### src/rtl/sci_rx_pkg.sv
// Package: shared constants and types for the serial receiver.
// Assumes an 8-bit register bus and a two-bit register address.
package sci_rx_pkg;

    localparam logic [1:0] ADDR_CTL  = 2'd0;
    localparam logic [1:0] ADDR_STAT = 2'd1;
    localparam logic [1:0] ADDR_DATA = 2'd2;

    localparam int unsigned CTL_W    = 3;
    localparam int unsigned CTL_EN   = 0;
    localparam int unsigned CTL_NINE = 1;
    localparam int unsigned CTL_IE   = 2;

    localparam int unsigned STAT_R8  = 5;

    // Flag set; the member order gives status bits 4..0.
    typedef struct packed {
        logic framing;
        logic noise;
        logic idle;
        logic overrun;
        logic full;
    } rx_flags_t;

    typedef enum logic [1:0] {
        ST_IDLE  = 2'd0,
        ST_START = 2'd1,
        ST_DATA  = 2'd2,
        ST_STOP  = 2'd3
    } deser_state_e;

endpackage

### src/rtl/sci_rx_sync.sv
// Module: sci_rx_sync
// Brings the asynchronous serial line into the clock domain.
// Assumes the idle line level is high, so the stages reset to 1.
module sci_rx_sync #(
    parameter int unsigned STAGES = 2
) (
    input  logic clk,
    input  logic rst_n,
    input  logic din,
    output logic dout
);

    generate
        if (STAGES < 2) begin : g_single
            logic stage_q;
            // Single flop variant.
            always_ff @(posedge clk) begin
                if (!rst_n) stage_q <= 1'b1;
                else        stage_q <= din;
            end
            assign dout = stage_q;
        end else begin : g_chain
            logic [STAGES-1:0] chain_q;
            // Shift the line through the synchronizer chain.
            always_ff @(posedge clk) begin
                if (!rst_n) chain_q <= '1;
                else        chain_q <= {chain_q[STAGES-2:0], din};
            end
            assign dout = chain_q[STAGES-1];
        end
    endgenerate

endmodule

### src/rtl/sci_rx_deser.sv
// Module: sci_rx_deser
// Finds start edges, takes three mid-bit samples per bit, votes by majority
// and shifts the data in least significant bit first. Completes at the middle
// of the stop bit with a one-cycle done pulse.
// Assumes tick_i is a one-cycle pulse at OS times the bit rate, and en_i low
// aborts any frame in progress.
module sci_rx_deser
    import sci_rx_pkg::*;
#(
    parameter int unsigned OS        = 16,
    parameter int unsigned DATA_BITS = 8
) (
    input  logic                 clk,
    input  logic                 rst_n,
    input  logic                 en_i,
    input  logic                 nine_i,
    input  logic                 tick_i,
    input  logic                 line_i,
    output logic                 done_o,
    output logic                 busy_o,
    output logic [DATA_BITS:0]   data_o,
    output logic                 ferr_o,
    output logic                 noise_o
);

    localparam int unsigned DW  = DATA_BITS + 1;
    localparam int unsigned CW  = $clog2(OS);
    localparam int unsigned BIW = $clog2(DW + 1);
    localparam int unsigned MID = OS / 2;
    localparam logic [CW-1:0] S0   = CW'(MID - 1);
    localparam logic [CW-1:0] S1   = CW'(MID);
    localparam logic [CW-1:0] S2   = CW'(MID + 1);
    localparam logic [CW-1:0] LAST = CW'(OS - 1);

    deser_state_e     state;
    logic [CW-1:0]    tcnt;
    logic [BIW-1:0]   bidx;
    logic [1:0]       samp;
    logic [DW-1:0]    shreg;
    logic             nacc;
    logic             line_prev;
    logic             vote;
    logic             vote_noise;
    logic             stop_evt;
    logic [BIW-1:0]   last_bit;

    // Majority of the two stored samples and the live third sample.
    always_comb begin
        vote       = (samp[0] & samp[1]) | (samp[0] & line_i) | (samp[1] & line_i);
        vote_noise = !((samp[0] == samp[1]) && (samp[1] == line_i));
        last_bit   = nine_i ? BIW'(DW - 1) : BIW'(DW - 2);
        stop_evt   = en_i && tick_i && (state == ST_STOP) && (tcnt == S2);
    end

    // Frame state machine, tick counter, sample store and shift register.
    always_ff @(posedge clk) begin
        if (!rst_n || !en_i) begin
            state     <= ST_IDLE;
            tcnt      <= '0;
            bidx      <= '0;
            samp      <= '0;
            shreg     <= '0;
            nacc      <= 1'b0;
            line_prev <= 1'b1;
            done_o    <= 1'b0;
        end else begin
            done_o <= stop_evt;
            if (tick_i) begin
                line_prev <= line_i;
                if (state == ST_IDLE) begin
                    if (line_prev && !line_i) begin
                        state <= ST_START;
                        tcnt  <= CW'(1);
                        nacc  <= 1'b0;
                    end
                end else begin
                    tcnt <= (tcnt == LAST) ? '0 : tcnt + 1'b1;
                    if (tcnt == S0) samp[0] <= line_i;
                    if (tcnt == S1) samp[1] <= line_i;
                    if (tcnt == S2) begin
                        nacc <= nacc | vote_noise;
                        case (state)
                            ST_START: if (vote) state <= ST_IDLE;
                            ST_DATA:  shreg <= {vote, shreg[DW-1:1]};
                            ST_STOP:  state <= ST_IDLE;
                            default:  ;
                        endcase
                    end
                    if (tcnt == LAST) begin
                        case (state)
                            ST_START: begin
                                state <= ST_DATA;
                                bidx  <= '0;
                            end
                            ST_DATA: begin
                                if (bidx == last_bit) state <= ST_STOP;
                                else                  bidx  <= bidx + 1'b1;
                            end
                            default: ;
                        endcase
                    end
                end
            end
        end
    end

    // Hold the finished character and its error indications.
    always_ff @(posedge clk) begin
        if (!rst_n) begin
            data_o  <= '0;
            ferr_o  <= 1'b0;
            noise_o <= 1'b0;
        end else if (stop_evt) begin
            data_o  <= nine_i ? shreg : {1'b0, shreg[DW-1:1]};
            ferr_o  <= !vote;
            noise_o <= nacc | vote_noise;
        end
    end

    assign busy_o = (state != ST_IDLE);

endmodule

### src/rtl/sci_rx_idle.sv
// Module: sci_rx_idle
// Counts ticks of continuous high line while no frame is in progress and
// raises a one-cycle pulse after one full frame time. It is armed by each
// received character and disarmed when it fires.
// Assumes frames of DATA_BITS+2 bits, or DATA_BITS+3 bits in 9-bit mode.
module sci_rx_idle #(
    parameter int unsigned OS        = 16,
    parameter int unsigned DATA_BITS = 8
) (
    input  logic clk,
    input  logic rst_n,
    input  logic en_i,
    input  logic nine_i,
    input  logic tick_i,
    input  logic line_i,
    input  logic busy_i,
    input  logic done_i,
    output logic idle_set_o
);

    localparam int unsigned LIM_S = (DATA_BITS + 2) * OS;
    localparam int unsigned LIM_L = (DATA_BITS + 3) * OS;
    localparam int unsigned TW    = $clog2(LIM_L + 1);

    logic [TW-1:0] cnt;
    logic [TW-1:0] limit;
    logic          armed;

    // Select the frame time for the current mode.
    always_comb limit = nine_i ? TW'(LIM_L - 1) : TW'(LIM_S - 1);

    // High-line tick counter with arm and fire logic.
    always_ff @(posedge clk) begin
        if (!rst_n) begin
            cnt        <= '0;
            armed      <= 1'b0;
            idle_set_o <= 1'b0;
        end else begin
            idle_set_o <= 1'b0;
            if (done_i) armed <= 1'b1;
            if (!en_i || busy_i || !line_i) begin
                cnt <= '0;
            end else if (tick_i) begin
                if (cnt == limit) begin
                    cnt <= '0;
                    if (armed && !done_i) begin
                        idle_set_o <= 1'b1;
                        armed      <= 1'b0;
                    end
                end else begin
                    cnt <= cnt + 1'b1;
                end
            end
        end
    end

endmodule

### src/rtl/sci_rx_status.sv
// Module: sci_rx_status
// Keeps the data register and the five flags, and carries out the clearing
// sequence: a status read records the set flags, and the next data read
// clears only those. A new character discards the record.
// Assumes status and data reads are never in the same cycle.
module sci_rx_status
    import sci_rx_pkg::*;
#(
    parameter int unsigned DATA_BITS = 8
) (
    input  logic               clk,
    input  logic               rst_n,
    input  logic               done_i,
    input  logic [DATA_BITS:0] data_i,
    input  logic               ferr_i,
    input  logic               noise_i,
    input  logic               idle_set_i,
    input  logic               stat_rd_i,
    input  logic               data_rd_i,
    output rx_flags_t          flags_o,
    output rx_flags_t          cap_o,
    output logic [DATA_BITS:0] data_o
);

    rx_flags_t nxt;

    // Next flag value: clear the recorded set, then apply new events.
    always_comb begin
        nxt = flags_o;
        if (data_rd_i) nxt = rx_flags_t'(nxt & ~cap_o);
        if (idle_set_i) nxt.idle = 1'b1;
        if (done_i) begin
            nxt.overrun = nxt.overrun | flags_o.full;
            nxt.full    = 1'b1;
            nxt.noise   = nxt.noise | noise_i;
            nxt.framing = nxt.framing | ferr_i;
        end
    end

    // Flag, record and data registers.
    always_ff @(posedge clk) begin
        if (!rst_n) begin
            flags_o <= '0;
            cap_o   <= '0;
            data_o  <= '0;
        end else begin
            flags_o <= nxt;
            if (done_i)         cap_o <= '0;
            else if (stat_rd_i) cap_o <= flags_o;
            else if (data_rd_i) cap_o <= '0;
            if (done_i) data_o <= data_i;
        end
    end

endmodule

### src/rtl/sci_rx_core.sv
// Module: sci_rx_core
// Top of the serial receiver. It holds the control register, decodes
// register accesses, and joins the synchronizer, deserializer, idle timer
// and status block.
// Assumes an 8-bit register bus (DATA_BITS = 8) and a tick supplied at
// OS times the bit rate.
module sci_rx_core
    import sci_rx_pkg::*;
#(
    parameter int unsigned OS          = 16,
    parameter int unsigned DATA_BITS   = 8,
    parameter int unsigned SYNC_STAGES = 2
) (
    input  logic                 clk,
    input  logic                 rst_n,
    input  logic                 rx_line_i,
    input  logic                 os_tick_i,
    input  logic                 reg_rd_i,
    input  logic                 reg_wr_i,
    input  logic [1:0]           reg_addr_i,
    input  logic [DATA_BITS-1:0] reg_wdata_i,
    output logic [DATA_BITS-1:0] reg_rdata_o,
    output logic                 rx_irq_o
);

    logic [CTL_W-1:0]  ctl_q;
    logic              line_s;
    logic              done;
    logic              busy;
    logic              ferr;
    logic              noise;
    logic              idle_set;
    logic [DATA_BITS:0] deser_data;
    logic [DATA_BITS:0] data_q;
    rx_flags_t         flags;
    rx_flags_t         cap;
    logic              rx_en;
    logic              nine;
    logic              full_ie;
    logic              stat_rd;
    logic              data_rd;
    logic              wr_stat;
    logic              wdata_unused;

    assign rx_en        = ctl_q[CTL_EN];
    assign nine         = ctl_q[CTL_NINE];
    assign full_ie      = ctl_q[CTL_IE];
    assign stat_rd      = reg_rd_i && (reg_addr_i == ADDR_STAT);
    assign data_rd      = reg_rd_i && (reg_addr_i == ADDR_DATA);
    assign wr_stat      = reg_wr_i && (reg_addr_i == ADDR_STAT);
    assign wdata_unused = ^reg_wdata_i[DATA_BITS-1:CTL_W];

    // Control register write.
    always_ff @(posedge clk) begin
        if (!rst_n)                                      ctl_q <= '0;
        else if (reg_wr_i && (reg_addr_i == ADDR_CTL))  ctl_q <= reg_wdata_i[CTL_W-1:0];
    end

    sci_rx_sync #(.STAGES(SYNC_STAGES)) u_sync (
        .clk  (clk),
        .rst_n(rst_n),
        .din  (rx_line_i),
        .dout (line_s)
    );

    sci_rx_deser #(.OS(OS), .DATA_BITS(DATA_BITS)) u_deser (
        .clk    (clk),
        .rst_n  (rst_n),
        .en_i   (rx_en),
        .nine_i (nine),
        .tick_i (os_tick_i),
        .line_i (line_s),
        .done_o (done),
        .busy_o (busy),
        .data_o (deser_data),
        .ferr_o (ferr),
        .noise_o(noise)
    );

    sci_rx_idle #(.OS(OS), .DATA_BITS(DATA_BITS)) u_idle (
        .clk       (clk),
        .rst_n     (rst_n),
        .en_i      (rx_en),
        .nine_i    (nine),
        .tick_i    (os_tick_i),
        .line_i    (line_s),
        .busy_i    (busy),
        .done_i    (done),
        .idle_set_o(idle_set)
    );

    sci_rx_status #(.DATA_BITS(DATA_BITS)) u_status (
        .clk       (clk),
        .rst_n     (rst_n),
        .done_i    (done),
        .data_i    (deser_data),
        .ferr_i    (ferr),
        .noise_i   (noise),
        .idle_set_i(idle_set),
        .stat_rd_i (stat_rd),
        .data_rd_i (data_rd),
        .flags_o   (flags),
        .cap_o     (cap),
        .data_o    (data_q)
    );

    // Read data multiplexer for the addressed register.
    always_comb begin
        reg_rdata_o = '0;
        case (reg_addr_i)
            ADDR_CTL:  reg_rdata_o[CTL_W-1:0] = ctl_q;
            ADDR_STAT: begin
                reg_rdata_o[4:0]     = flags;
                reg_rdata_o[STAT_R8] = data_q[DATA_BITS];
            end
            ADDR_DATA: reg_rdata_o = data_q[DATA_BITS-1:0];
            default:   ;
        endcase
    end

    assign rx_irq_o = flags.full & full_ie;

endmodule

### config.mk
export PLATFORM = sky130hd
export DESIGN_NAME = sci_rx_core
export DESIGN_NICKNAME = d
export VERILOG_FILES = /design/src/rtl/sci_rx_pkg.sv /design/src/rtl/sci_rx_sync.sv /design/src/rtl/sci_rx_deser.sv /design/src/rtl/sci_rx_idle.sv /design/src/rtl/sci_rx_status.sv /design/src/rtl/sci_rx_core.sv
export SDC_FILE = /design/constraint.sdc
export NUM_CORES = 1
export LEC_CHECK = 0
export ABC_AREA = 1
export BUFFER_PORTS_ARGS = -buffer_cell sky130_fd_sc_hd__buf_2
export CAP_MARGIN = 20
export CORE_MARGIN = 4
export CORE_UTILIZATION = 30
export CTS_CLUSTER_SIZE = 10
export DETAILED_ROUTE_END_ITERATION = 10
export GPL_ROUTABILITY_DRIVEN = 0
export PLACE_DENSITY = 0.51
export SKIP_CTS_REPAIR_TIMING = 1
export SYNTH_ARGS = -nofsm -noshare
export SYNTH_HDL_FRONTEND = slang
export SYNTH_SLANG_ARGS = --single-unit
### constraint.sdc
create_clock -name clk -period 2.3 [get_ports clk]
set_clock_uncertainty 0.05 [all_clocks]
set_input_delay 0.115 -clock clk [delete_from_list [all_inputs] [get_ports clk]]
set_output_delay 0.115 -clock clk [all_outputs]
set_load 0.05 [all_outputs]
==> impl_metrics.ini, run 1 <==
[outcome]
outcome = finished clean

[timing]
rsz0062_at_grt = false
slew_headroom_pct = 58.6
finalHoldViolCount = 0
finalMaxSlewViolations = 0
fin_setup_tns_ns = 0
min_period_ns = 1.78
period_share_pct = 77.5
fmax_mhz = 561
hold_ws_ns = 0.0199
tightest_slew_ns = 0.615
setup_viol = 0

[drt]
detail-route-antenna-nets = 0
first_iter_violations = 106
drt_wl_total_mm = 6.98
vias = 2758
routedWlPerCell_um = 11.4
drc = 0
firstDrtPassIters = 4
via_per_inst = 4.51

[floorplanning]
die_w_um = 112
ios = 25
die_h_um = 112
dieArea_um2 = 12600
start_util_pct = 31.1
rows = 37
core_um2 = 10500

[pwr]
fin_total_pwr_uw = 2160
p_per_area_nw_per_um2 = 590
power.leakage_uw = 0.00148
max-vdd-ir-drop_mv = 0.269

[cts]
clock_sinks = 69
clk_latency_ns = 0.34
cts_inserted_buffers = 9
cts_root_buf = clkbuf_8
cts_tree = built
clk_pin_slew_ns = 0.08
htreeDepth = 3
cts_buffer_depth = 2

[final_layout]
syn_to_final_growth_pct = 12.8
final_cell_mix = nand2_1 (92), dfxtp_1 (69), nor2_1 (63)
n_antenna_cell = 0
drive_above_1_share_pct = 11.6
fin_area_um2 = 3670
final_cell_count_no_fill = 611
final_net_count = 502
final_common_cell = nand2_1
fillers = 1170

[synthesis]
syn_inst = 448
yosys_warnings = 0
yosysUniqueCellTypes = 35
syn_area_um2 = 3250
yosysSeqAreaShare_pct = 42.5
syn_avg_cell_area_um2 = 7.26
ys_seq_elements = 69
synthesis.nets = 480

[grt]
grt_pass1_vias = 2528
grt_start_max_net_pins = 22
track_usage_pct = 11.3
gr-total-overflow = 0
antenna_found_initial = 0
grt_pass1_wl_mm = 11.8

[worst_setup_path]
slowest_delay_ns = 0.39
critical_path_buf_inv_count = 3
crit_path_top_delay_cell = dfxtp_1
critPathKind = register to register
crit_required_ns = 2.48
cp_top_family = simple AND/OR/NAND/NOR gates
crit_fanout = 18
endpoint_kind = register
worstSetupStartpointType = register
crit_chain = inv_1, ha_1, nor2_8, inv_4, nor3_4, buf_4, nor2_1, a21oi_2, nor2_1
path_common_cell = nor2_1
cp.arrival_ns = 1.97

[run]
max-cap-violations = 0

[hold_path]
hold_path_class = primary input to register

[place]
dpl_cell_area_um2 = 3480
port_buffers = 19
dp_cells = 594
dp_hpwl_mm = 5.17
## cell usage after synthesis (all sizes together)
cell,n,share of area (%)
or3,1,0.19
xor2,3,0.81
a21oi,44,7.0
nor3,3,0.96
dfxtp,69,42
nor2,66,8.3
nand4,6,1.2
nand3b,1,0.23
clkbuf,10,1.2
nor4,1,0.19
buf,5,1.2
o21ai,43,6.7
nor3b,3,0.69
a211oi,1,0.23
a31oi,1,0.19
inv,52,6.2
nand3,23,3.7
or2,4,0.77
ha,16,6.2
nand2,92,11
o211ai,3,0.69
a221oi,1,0.27
## power breakdown
group / leakage, uW / internal [uW] / total (uW) / switching [uW]
Clock: 0.0000856 / 394 / 874 / 479
Combinational: 0.000833 / 26.8 / 87.9 / 61.0
Sequential: 0.000556 / 1200 / 1200 / 5.04
Total: 0.00147 / 1620 / 2160 / 545
## final cells by class
cell class / instances / area (um2) / area share [%]
inverter: 52 / 203 / 5.53
multi-input combinational: 312 / 1590 / 43.3
clock inverter: 7 / 51.3 / 1.40
timing repair buffer: 26 / 150 / 4.09
sequential: 69 / 1380 / 37.7
tap: 136 / 170 / 4.64
clock buffer: 9 / 124 / 3.38
## flip-flops by register name, summed over array words and instances, names as in the netlist, 3 cells and up
register,count
u_status.data_o,9
u_idle.cnt,8
ctl_q,3
u_status.flags_o,5
u_deser.bidx,4
u_status.cap_o,5
u_deser.data_o,9
u_deser.tcnt,4
u_deser.shreg,9
## cell families (layout without fill, tap and decap cells)
| group | Yosys count | count (layout) | synth area share, % |
|---|---|---|---|
| simple gates | 200 | 200 | 26.8 |
| xor+xnor | 3 | 3 | 0.808 |
| compound gates | 93 | 93 | 15.1 |
| flops | 69 | 69 | 42.5 |
| fa+ha+maj | 16 | 16 | 6.16 |
| buf+inv | 67 | 94 | 8.66 |
## worst paths after layout
check	endpoint	cells past startpoint	startpoint	slack [ns]
worst max-delay path	u_deser.shreg[2]	9	u_deser.state[0]	0.52
worst min-delay path	ctl_q[2]	3	reg_wr_i	0.02
worst max register to register	u_deser.shreg[2]	9	u_deser.state[0]	0.52
worst min register to register	u_sync.g_chain.chain_q[1]	1	u_sync.g_chain.chain_q[0]	0.36
## per-layer routing
layer  routed length [um]  global-route usage, %  part of all wire, %
met5                    0                      0                    0
met4                   46                   3.37                 0.66
met3                  260                   3.45                  3.7
met2                 3140                   18.0                   45
met1                 3530                   14.7                   51
## stage by stage
step	setup slack, ns	util [%]
finish	0.516	35.1
global route	0.324	35.1
CTS	0.487	35.0
detailed placement	0.507	33.3
global placement	0.557	33.3
floorplan	0.607	-
## tightest hold or removal path, cell delays in order
cell     delay (ns)
buf_2          0.09
a21oi_1        0.06
nor2_1         0.11
Note: power is estimated with default switching activity, not from simulation.
==> run 2, diff against run 1 <==
--- a/config.mk
+++ b/config.mk
@@ -5,7 +5,7 @@
 export SDC_FILE = /design/constraint.sdc
 export NUM_CORES = 1
 export LEC_CHECK = 0
-export ABC_AREA = 1
+export ABC_AREA = 0
 export BUFFER_PORTS_ARGS = -buffer_cell sky130_fd_sc_hd__buf_2
 export CAP_MARGIN = 20
 export CORE_MARGIN = 4
==> constraint.sdc (replaced) <==
create_clock -name clk -period 1.65 [get_ports clk]
set_clock_uncertainty 0.05 [all_clocks]
set_input_delay 0.0825 -clock clk [delete_from_list [all_inputs] [get_ports clk]]
set_output_delay 0.0825 -clock clk [all_outputs]
set_load 0.05 [all_outputs]
==> run 2 against run 1 <==
Effect of this change:
- register-to-register slack lost 0.44 ns
- worst hold slack improved by 0.033 ns
- wire length rose by 1.6%
- area after synthesis up 1.2%
==> impl_metrics.ini, run 2 <==
[drt]
vias = 2575
via_per_inst = 4.84
drc = 0
first_iter_violations = 175
detail-route-antenna-nets = 0
routedWlPerCell_um = 13.3
firstDrtPassIters = 5
drt_wl_total_mm = 7.09

[timing]
fin_ws_ns = 0.0252
fin_setup_tns_ns = 0
fmax_mhz = 615
hold_ws_ns = 0.0525
slew_headroom_pct = 77.8
rsz0062_at_grt = true
tightest_slew_ns = 0.332
setup_viol = 0
finalMaxSlewViolations = 0
finalHoldViolCount = 0
period_share_pct = 98.5
min_period_ns = 1.62

[cts]
cts_root_buf = clkbuf_8
htreeDepth = 3
cts_buffer_depth = 2
clk_latency_ns = 0.34
cts_inserted_buffers = 9
clock_sinks = 69
clk_pin_slew_ns = 0.08
cts_tree = built

[hold_path]
min_from = reg_wr_i
holdPathEnd = ctl_q[2]
hold_path_class = primary input to register
holdPathStages = 4

[worst_setup_path]
crit_required_ns = 1.52
worstSetupStartpointType = register
critPathKind = register to output port
cp.arrival_ns = 1.49
r2r_end = u_deser.data_o[8]
slowest_delay_ns = 0.36
crit_fanout = 11
crit_path_top_delay_cell = dfxtp_2
r2r_setup_slack_ns = 0.08
reg2regPathDepth = 7
crit_chain = buf_6, a222oi_1, nor2_1, buf_2
r2r-start = u_deser.tcnt[1]
endpoint_kind = output port

[grt]
grt_pass1_vias = 2431
gr-total-overflow = 0
antenna_found_initial = 0
track_usage_pct = 10.8
grt_start_max_net_pins = 32
grt_pass1_wl_mm = 11.3

[final_layout]
utilization_pct = 38.0
final_common_cell = dfxtp_1
final_net_count = 423
fin_area_um2 = 4000
final_cell_mix = dfxtp_1 (67), nor2_1 (36), mux2i_1 (33)
n_antenna_cell = 0
top_regs = u_deser.data_o (9), u_deser.shreg (9), u_status.data_o (9)
syn_to_final_growth_pct = 21.4
drive_above_1_share_pct = 18.9

[floorplanning]
core_um2 = 10500
rows = 37
die_h_um = 113
die_w_um = 113
ios = 25
start_util_pct = 31.3
dieArea_um2 = 12700

[synthesis]
synth_area_leader_cell = dfxtp_1
ys_seq_elements = 69
yosys_warnings = 0
synthesis.nets = 383
yosys-top-cells-area = dfxtp_1 (42%), mux2i_1 (10%), ha_1 (6.1%)
synth_edf_count = 0
yosysSeqAreaShare_pct = 42.0
syn_area_um2 = 3290
synth_common_cells = dfxtp_1 (69), nor2_1 (36), mux2i_1 (33)
syn_inst = 351
syn_avg_cell_area_um2 = 9.38
ys.flop_type = dfxtp_1
yosysTopAreaCellShare_pct = 42.0
yosysUniqueCellTypes = 51
synth.most_common_cell = dfxtp_1
async_reset_ff_share_pct = 0

[place]
place_ws_ns = 0.0215
dpl_cell_area_um2 = 3580
port_buffers = 19
dp_hpwl_mm = 4.62

[pwr]
max-vdd-ir-drop_mv = 0.508
p_per_area_nw_per_um2 = 851
power.leakage_uw = 0.00157

[outcome]
outcome = finished clean

[run]
max-cap-violations = 0
-- run 2: cell types whose count changed in the layout (fill, tap and decap cells not counted), moves of 19 or more --
cell,delta
nor2b_1,+19
o21ai_0,-37
inv_1,-40
nor2_1,-27
nand2_1,-62
mux2i_1,+33
a21oi_1,-33
-- run 2: cell type report --
class	count	area, um2
Fill cell	1071	6510
Multi-Input combinational cell	251	1790
Sequential cell	69	1380
Timing Repair Buffer	50	380
Tap cell	136	170
Clock buffer	11	151
Clock inverter	5	82.6
Inverter	10	37.5
-- run 2: routing by layer --
metal / vias up / wire length, um / track usage [%]
met4: 0 / 86 / 3.53
met5: - / 0 / 0
met1: 1218 / 3500 / 14.2
met3: 9 / 280 / 3.21
met2: 39 / 3220 / 17.1
li1: 1309 / - / -
-- run 2: kinds of logic (layout without fill, tap and decap cells) --
group / count (synthesis) / after routing / synth area share, %
flip-flops: 69 / 69 / 42.0
AO/OA/AOI/OAI: 59 / 59 / 13.8
adder cells (fa/ha/maj): 16 / 16 / 6.08
buffers and inverters: 32 / 76 / 5.36
AND/OR/NAND/NOR: 135 / 136 / 20.9
multiplexers: 33 / 33 / 10.0
XOR/XNOR: 7 / 7 / 1.86
-- run 2: worst max path at each step --
stage	start	to	depth (start not counted)
5_1_grt	ctl_q[1]	reg_rdata_o[1]	4
3_5_place_dp	u_deser.tcnt[1]	u_deser.ferr_o	6
4_1_cts	ctl_q[1]	reg_rdata_o[1]	4
3_3_place_gp	u_deser.tcnt[1]	u_deser.ferr_o	6
2_1_floorplan	u_deser.tcnt[1]	u_deser.data_o[0]	8
6_report	ctl_q[1]	reg_rdata_o[1]	4
-- run 2: stage by stage --
step                      cells  power [uW]
after detailed placement    503        1820
after CTS                   519        3430
final                       532        3400
after global routing        532        3530
after global placement      503        1820
after floorplan             351        1790
-- run 2: critical path: cells and delay by family, from the launching register on --
family,cells,cell delay (ns)
AO/OA/AOI/OAI,1,0.33
buffers and inverters,2,0.38
flip-flops,1,0.36
AND/OR/NAND/NOR,1,0.07
-- run 2: power breakdown --
| group | total, uW | internal (uW) | switching [uW] | leakage [uW] |
|---|---|---|---|---|
| Combinational | 122 | 55.7 | 66.6 | 0.000896 |
| Clock | 1600 | 937 | 664 | 0.000120 |
| Sequential | 1680 | 1670 | 7.62 | 0.000557 |
| Total | 3400 | 2660 | 738 | 0.00157 |
